--- src/rtl/presc_wdog.sv ---
module presc_wdog #(
  parameter int AW       = 4,
  parameter int RST_HOLD = 128
) (
  input  logic          clk,
  input  logic          rst_n,
  input  logic [AW-1:0] addr,
  input  logic          wr_en,
  input  logic [15:0]   wr_data,
  output logic [15:0]   rd_data,
  output logic          irq,
  output logic          sys_rst
);
  localparam logic [AW-1:0] A_CTRL = AW'(4'h0);
  localparam logic [AW-1:0] A_DATA = AW'(4'h4);
  localparam logic [AW-1:0] A_CNT  = AW'(4'h8);
  localparam int HW = $clog2(RST_HOLD + 1);

  logic [15:0]   ctrl_q, data_q, cnt_q;
  logic [7:0]    pcnt_q;
  logic [6:0]    dcnt_q;
  logic [HW-1:0] hold_q;

  wire       run     = ctrl_q[5];
  wire       rst_en  = ctrl_q[0];
  wire       irq_en  = ctrl_q[2];
  wire [1:0] div_sel = ctrl_q[4:3];
  wire [7:0] presc   = ctrl_q[15:8];
  wire [6:0] dmax    = {div_sel == 2'd3, div_sel >= 2'd2, div_sel != 2'd0, 4'hF};

  wire s1_tick = run && (pcnt_q == presc);
  wire tick    = s1_tick && (dcnt_q == dmax);
  wire expire  = tick && (cnt_q == '0);

  wire wr_ctrl = wr_en && (addr == A_CTRL);
  wire wr_data_r = wr_en && (addr == A_DATA);
  wire wr_cnt  = wr_en && (addr == A_CNT);

  always_ff @(posedge clk) begin
    if (!rst_n) begin
      ctrl_q <= '0;
      data_q <= '0;
    end else begin
      if (wr_ctrl) ctrl_q <= wr_data;
      if (wr_data_r) data_q <= wr_data;
    end
  end

  always_ff @(posedge clk) begin
    if (!rst_n || !run) begin
      pcnt_q <= '0;
      dcnt_q <= '0;
    end else begin
      pcnt_q <= s1_tick ? 8'd0 : pcnt_q + 8'd1;
      if (s1_tick) dcnt_q <= (dcnt_q == dmax) ? 7'd0 : dcnt_q + 7'd1;
    end
  end

  always_ff @(posedge clk) begin
    if (!rst_n)      cnt_q <= '0;
    else if (wr_cnt) cnt_q <= wr_data;
    else if (expire) cnt_q <= data_q;
    else if (tick)   cnt_q <= cnt_q - 16'd1;
  end

  always_ff @(posedge clk) begin
    if (!rst_n) begin
      irq    <= 1'b0;
      hold_q <= '0;
    end else begin
      irq <= expire && irq_en;
      if (expire && rst_en)    hold_q <= HW'(RST_HOLD);
      else if (hold_q != '0)   hold_q <= hold_q - 1'b1;
    end
  end

  assign sys_rst = (hold_q != '0);

  always_comb begin
    case (addr)
      A_CTRL:  rd_data = ctrl_q;
      A_DATA:  rd_data = data_q;
      A_CNT:   rd_data = cnt_q;
      default: rd_data = '0;
    endcase
  end
endmodule

--- config.mk ---
export PLATFORM = sky130hd
export DESIGN_NAME = presc_wdog
export DESIGN_NICKNAME = d
export VERILOG_FILES = /design/src/rtl/presc_wdog.sv
export SDC_FILE = /design/constraint.sdc
export NUM_CORES = 1
export LEC_CHECK = 0
export BUFFER_PORTS_ARGS = -buffer_cell sky130_fd_sc_hd__buf_2
export CORE_ASPECT_RATIO = 1.2
export CORE_UTILIZATION = 40
export DETAILED_ROUTE_END_ITERATION = 10
export PLACE_DENSITY = 0.61
export SYNTH_ARGS = -nofsm -noshare
export SYNTH_HDL_FRONTEND = slang
export SYNTH_SLANG_ARGS = --single-unit
--- constraint.sdc ---
create_clock -name clk -period 2.95 [get_ports clk]
set_input_delay 0.7375 -clock clk [delete_from_list [all_inputs] [get_ports clk]]
set_output_delay 0.7375 -clock clk [all_outputs]
set_load 0.05 [all_outputs]
==> impl_metrics.toml, run 1 <==
[clock_network]
htreeDepth = 3
clock_path_buffers = 2
post-cts-setup-buffer-count = 0
cts-root-buf = "clkbuf_8"
clk_latency_ps = 360
cts_tree = "done"
ctsHoldBuffers = 0
numCtsBuffers = 9
ctsResizeCount = 0
cts_sinks = 72
path_clk_slew_ps = 70

[worst_setup_path]
required_ps = 2210
crit_fanout = 18
critical_path_arrival_ps = 1910
end_kind = "output pin"
slowest_stage = "nor4b_2"
critPathMaxStageDelay_ps = 380
worstPathCellList = "buf_2 > nor4b_2 > buf_12 > a222oi_1 > inv_1 > buf_2"
critPathMostFrequentCell = "buf_2"
cp-start-kind = "primary input"
critical_path_class = "in -> out"

[sta]
relSlewSlack = 0.458
finalSetupViolCount = 0
setup_tns_ps = 0
final-hold-violation-count = 0
clock.fmax_mhz = 377
period_needed_ps = 2650
report.final.slew_viol_count = 0
rsz0062_at_grt = "false"
skew_ps = 5.89
fin_crit_sh = 0.899
tightest_slew_ps = 813

[yosys]
ys_ff_latch = 72
yosysWarningCount = 0
synth.distinct_cells = 50
synth_mux_area_frac = 0.0142
synth_cells = 470
avgSynthCellArea_um2 = 7.88
synth_compound_area_frac = 0.193
async_flop_share = 0
netlist_area_mm2 = 0.00370
synth_ff_type = "dfxtp_1"
yosysSeqAreaShare = 0.389
synth-simple-area-share = 0.255
synthXorXnorAreaFrac = 0.0780
synth_edf_count = 0
synth_top_family_by_area = "simple AND/OR/NAND/NOR gates"
synth_fp_nets = 497
synthAdderAreaFrac = 0.0135

[grt]
antenna_found_initial = 0
grt_max_degree = 25
grt-ovfl-total = 0
grt.total_usage = 0.225
grt_first_pass_wirelength_mm = 16.9
grt_pass1_vias = 3391

[die]
die-area_mm2 = 0.00965
die_x_um = 89.8
die-height_um = 107
coreArea_mm2 = 0.00903
design.portCount = 41
num_rows = 38
initial_core_util = 0.410

[power_and_ir_drop]
combPwrFrac = 0.101
p_switching_mw = 0.501
swShare = 0.259
pwr-share-seq = 0.515
power.internal_mw = 1.43
irDropWorstVdd_uv = 220
power.leakage_nw = 1.73
powerDensity_mw_per_mm2 = 453
clkPwrFrac = 0.384

[drt]
antenna_left = 0
routed_via_density = 5.60
vias = 3552
drc = 0
dr.pass1.iters = 6
wirelength_mm = 10.6
avgRoutedWirePerCell_um = 16.7
drt_iter0_drc = 268

[final_layout]
post-route-util = 0.472
final_cell_mix = "98 x nand2_1, 72 x dfxtp_1, 40 x buf_2"
antenna_cells = 0
fillCellCount = 900
final_nets = 538
syn_to_final_growth_pct = 15.1
final_area_mm2 = 0.00426
final_common_cell = "nand2_1"
final_layout_size_suffix_gt1_frac = 0.156
stdcell_count = 634

[placement]
hpwl_mm = 7.40
place.gp.congestion = 0.865
placed_area_mm2 = 0.00409
placement.io_buffers = 40
dp.cells = 620

[run_status]
status = "finished clean"

[worst_hold_path]
worstHoldPathType = "reg -> reg"

[run]
drv_cap = 0
through the flow:
step                setup WS, ps  power (mW)  hold slack, ps
finish                       298        1.93             461
CTS                          293        1.94             463
detailed placement           291        1.21             453
floorplan                    143        1.14             427
global route                 205        2.00             479
global placement             324        1.21             447
worst max-delay path: cells and delay by family:
kind / cells / cell delay, ps
AOI/OAI and AO/OA: 1 / 120
buffers and inverters: 4 / 660
and+or+nand+nor: 1 / 380
final cells by class:
class / count / area (µm²) / share of cell area
clock buffers: 9 / 124 / 0.0291
flip-flops and latches: 72 / 1440 / 0.338
clock inverters: 5 / 50.0 / 0.0117
inverters: 24 / 90.1 / 0.0211
well taps: 120 / 150 / 0.0352
multi-input cells: 348 / 2050 / 0.481
repair buffers: 56 / 358 / 0.0839
kinds of logic after synthesis:
logic type,after synthesis
AND/OR/NAND/NOR,202
AO/OA/AOI/OAI,104
flip-flops,72
buffers and inverters,50
XOR/XNOR,33
multiplexers,5
adder cells (fa/ha/maj),4
registers in the layout (all words and copies together), names as in the netlist:
| register | count |
|---|---|
| data_q | 16 |
| irq | 1 |
| ctrl_q | 16 |
| dcnt_q | 7 |
| cnt_q | 16 |
| pcnt_q | 8 |
| hold_q | 8 |
synthesized netlist by cell type (all sizes together), types with 2 or more instances:
library cell | count | area (µm²)
a222oi | 16 | 160
nor3 | 16 | 80.1
or2 | 2 | 12.5
or3 | 5 | 36.3
clkbuf | 21 | 78.8
o31ai | 2 | 15.0
and3 | 3 | 18.8
nand2 | 98 | 368
o22ai | 3 | 18.8
nand3 | 15 | 75.1
and2 | 4 | 25.0
xor2 | 15 | 131
nor4b | 2 | 30.0
a211oi | 2 | 15.0
nor2 | 35 | 131
a21oi | 30 | 150
o21ai | 14 | 70.1
xnor2 | 18 | 158
o211ai | 5 | 37.5
buf | 5 | 43.8
nor4 | 7 | 56.3
o311ai | 2 | 25.0
or4 | 2 | 18.8
nor3b | 2 | 15.0
mux2 | 2 | 22.5
inv | 24 | 90.1
a211o | 4 | 35.0
a21boi | 11 | 82.6
nand4 | 4 | 25.0
mux2i | 3 | 30.0
dfxtp | 72 | 1440
ha | 4 | 50.1
a31oi | 10 | 62.6
nand3b | 3 | 22.5
power groups by stage:
| stage | combinational (mW) | sequential (mW) | clock [mW] |
|---|---|---|---|
| 6_report | 0.194 | 0.994 | 0.742 |
| 5_1_grt | 0.211 | 0.995 | 0.798 |
| 4_1_cts | 0.192 | 0.993 | 0.756 |
| 3_5_place_dp | 0.191 | 1.02 | 0 |
| 3_3_place_gp | 0.190 | 1.02 | 0 |
| 2_1_floorplan | 0.132 | 1.01 | 0 |
routing by layer:
| layer | vias to the layer above | global-route usage | part of all wire |
|---|---|---|---|
| met1 | 1685 | 0.269 | 0.43 |
| met5 | - | 0 | 0 |
| li1 | 1738 | - | - |
| met2 | 111 | 0.395 | 0.50 |
| met4 | 0 | 0.108 | 0.021 |
| met3 | 18 | 0.0360 | 0.051 |
worst paths after layout:
path / startpoint / endpoint / slack (ps) / depth (start not counted)
setup / recovery: addr[1] / rd_data[4] / 300 / 6
hold / removal: ctrl_q[1] / ctrl_q[1] / 460 / 2
setup reg to reg: cnt_q[10] / cnt_q[15] / 490 / 6
hold reg to reg: ctrl_q[1] / ctrl_q[1] / 460 / 2
Note: power is estimated with default switching activity, not from simulation.
==> run 2, diff against run 1 <==
--- a/config.mk
+++ b/config.mk
@@ -7,8 +7,10 @@
 export LEC_CHECK = 0
 export BUFFER_PORTS_ARGS = -buffer_cell sky130_fd_sc_hd__buf_2
 export CORE_ASPECT_RATIO = 1.2
+export CORE_MARGIN = 1
 export CORE_UTILIZATION = 40
 export DETAILED_ROUTE_END_ITERATION = 10
+export MAX_ROUTING_LAYER = met4
 export PLACE_DENSITY = 0.61
 export SYNTH_ARGS = -nofsm -noshare
 export SYNTH_HDL_FRONTEND = slang
==> run 2 against run 1 <==
Critical endpoint is now rd_data[15]; register-to-register slack is essentially flat; clock skew is 0.60 ps higher; critical path type unchanged; largest cell class unchanged; first-iteration DRC count increased by 4.9%; sequential power about the same.
==> impl_metrics.toml, run 2 (synthesis gave the netlist of run 1 again) <==
[die]
die_x_um = 89.8
initial_core_util = 0.410
design.portCount = 41
die-area_mm2 = 0.00965
coreArea_mm2 = 0.00903
num_rows = 38
die-height_um = 107

[sta]
skew_ps = 6.50
period_needed_ps = 2650
finalSetupViolCount = 0
tightest_slew_ps = 809
setup_tns_ps = 0
report.final.slew_viol_count = 0
fin_ws_ps = 299
final-hold-violation-count = 0
relSlewSlack = 0.460
fin_crit_sh = 0.899
clock.fmax_mhz = 377
rsz0062_at_grt = "false"

[final_layout]
final_layout_size_suffix_gt1_frac = 0.156
fillCellCount = 900
antenna_cells = 0
final_common_cell = "nand2_1"
final_cell_mix = "98 x nand2_1, 72 x dfxtp_1, 40 x buf_2"
multi_input_area_mm2 = 0.00205
final_area_mm2 = 0.00426
top_regs = "cnt_q (16), ctrl_q (16), data_q (16)"
syn_to_final_growth_pct = 15.1
seq_area_mm2 = 0.00144
final_nets = 538

[placement]
place_ws_ps = 291
placed_area_mm2 = 0.00409
place.gp.congestion = 0.879
placement.io_buffers = 40
hpwl_mm = 7.40

[worst_setup_path]
reg2reg_slack_ps = 500
cp-start-kind = "primary input"
r2r_cells = 6
end_kind = "output pin"
reg2reg_to = "cnt_q[15]"
slowest_stage = "nor4b_2"
critical_path_class = "in -> out"
critPathMostFrequentCell = "buf_2"
required_ps = 2210
r2r-start = "cnt_q[10]"
critPathMaxStageDelay_ps = 380
critical_path_arrival_ps = 1910
crit_fanout = 18
worstPathCellList = "buf_2 > nor4b_2 > buf_12 > a222oi_1 > inv_1 > buf_2"

[clock_network]
post-cts-setup-buffer-count = 0
cts_sinks = 72
clk_latency_ps = 360
cts_tree = "done"
cts-root-buf = "clkbuf_8"
numCtsBuffers = 9
htreeDepth = 3
clock_path_buffers = 2
ctsHoldBuffers = 0
path_clk_slew_ps = 70
ctsResizeCount = 0

[grt]
use_met1 = 0.270
grt_max_degree = 25
grt_first_pass_wirelength_mm = 16.9
antenna_found_initial = 0
grt-busiest-layer = "met2"
grt_pass1_vias = 3389
grt-ovfl-total = 0
grt.total_usage = 0.232
use_met3 = 0.0452
grt_use_met2 = 0.395

[drt]
antenna_left = 0
drc = 0
avgRoutedWirePerCell_um = 16.8
wirelength_mm = 10.6
dr.pass1.iters = 9
vias = 3540
drt_iter0_drc = 281
routed_via_density = 5.58

[power_and_ir_drop]
power.leakage_nw = 1.73
pwr-share-seq = 0.515
p_switching_mw = 0.501
irDropWorstVdd_uv = 220
power.internal_mw = 1.43
powerDensity_mw_per_mm2 = 453
combPwrFrac = 0.101
swShare = 0.260
clkPwrFrac = 0.385

[worst_hold_path]
worst_hold_path.endpoint = "ctrl_q[1]"
hp-start = "ctrl_q[1]"
worstHoldPathType = "reg -> reg"
whs_path_depth = 2

[run_status]
status = "finished clean"

[run]
drv_cap = 0
==> run 2: cell type report <==
class / instances / share of cell area
well taps: 120 / 0.0352
repair buffers: 56 / 0.0839
multi-input cells: 348 / 0.481
clock inverters: 5 / 0.0117
flip-flops and latches: 72 / 0.338
inverters: 24 / 0.0211
clock buffers: 9 / 0.0291
==> run 2: power by group through the flow <==
stage	clock network (mW)	registers, mW	logic (mW)
after global placement	0	1.02	0.190
after global routing	0.802	0.995	0.211
after detailed placement	0	1.02	0.191
after floorplan	0	1.01	0.132
final	0.742	0.994	0.194
after CTS	0.756	0.993	0.192
==> run 2: critical path: cells and delay by family <==
family | cells | cell delay, ps
compound gates | 1 | 130
buf+inv | 4 | 650
simple gates | 1 | 380
==> run 2: worst max path at each step <==
stage / from / endpoint / cells past startpoint
3_3_place_gp: addr[1] / rd_data[15] / 6
4_1_cts: addr[2] / rd_data[15] / 6
2_1_floorplan: addr[1] / rd_data[0] / 4
5_1_grt: addr[1] / rd_data[5] / 6
3_5_place_dp: addr[1] / rd_data[15] / 6
6_report: addr[1] / rd_data[15] / 6
==> run 2: per-layer routing <==
layer  wire length (µm)  up-vias
met1               4550     1666
met2               5280      125
met4                181        0
met5                  0        -
li1                   -     1733
met3                610       16
==> run 2: per-stage QoR <==
step | instances | power [mW] | hold slack, ps | utilization
2_1_floorplan | 470 | 1.14 | 427 | -
3_5_place_dp | 620 | 1.21 | 453 | 0.453
3_3_place_gp | 620 | 1.21 | 447 | 0.453
4_1_cts | 634 | 1.94 | 463 | 0.472
6_report | 634 | 1.93 | 463 | 0.472
5_1_grt | 634 | 2.01 | 479 | 0.472
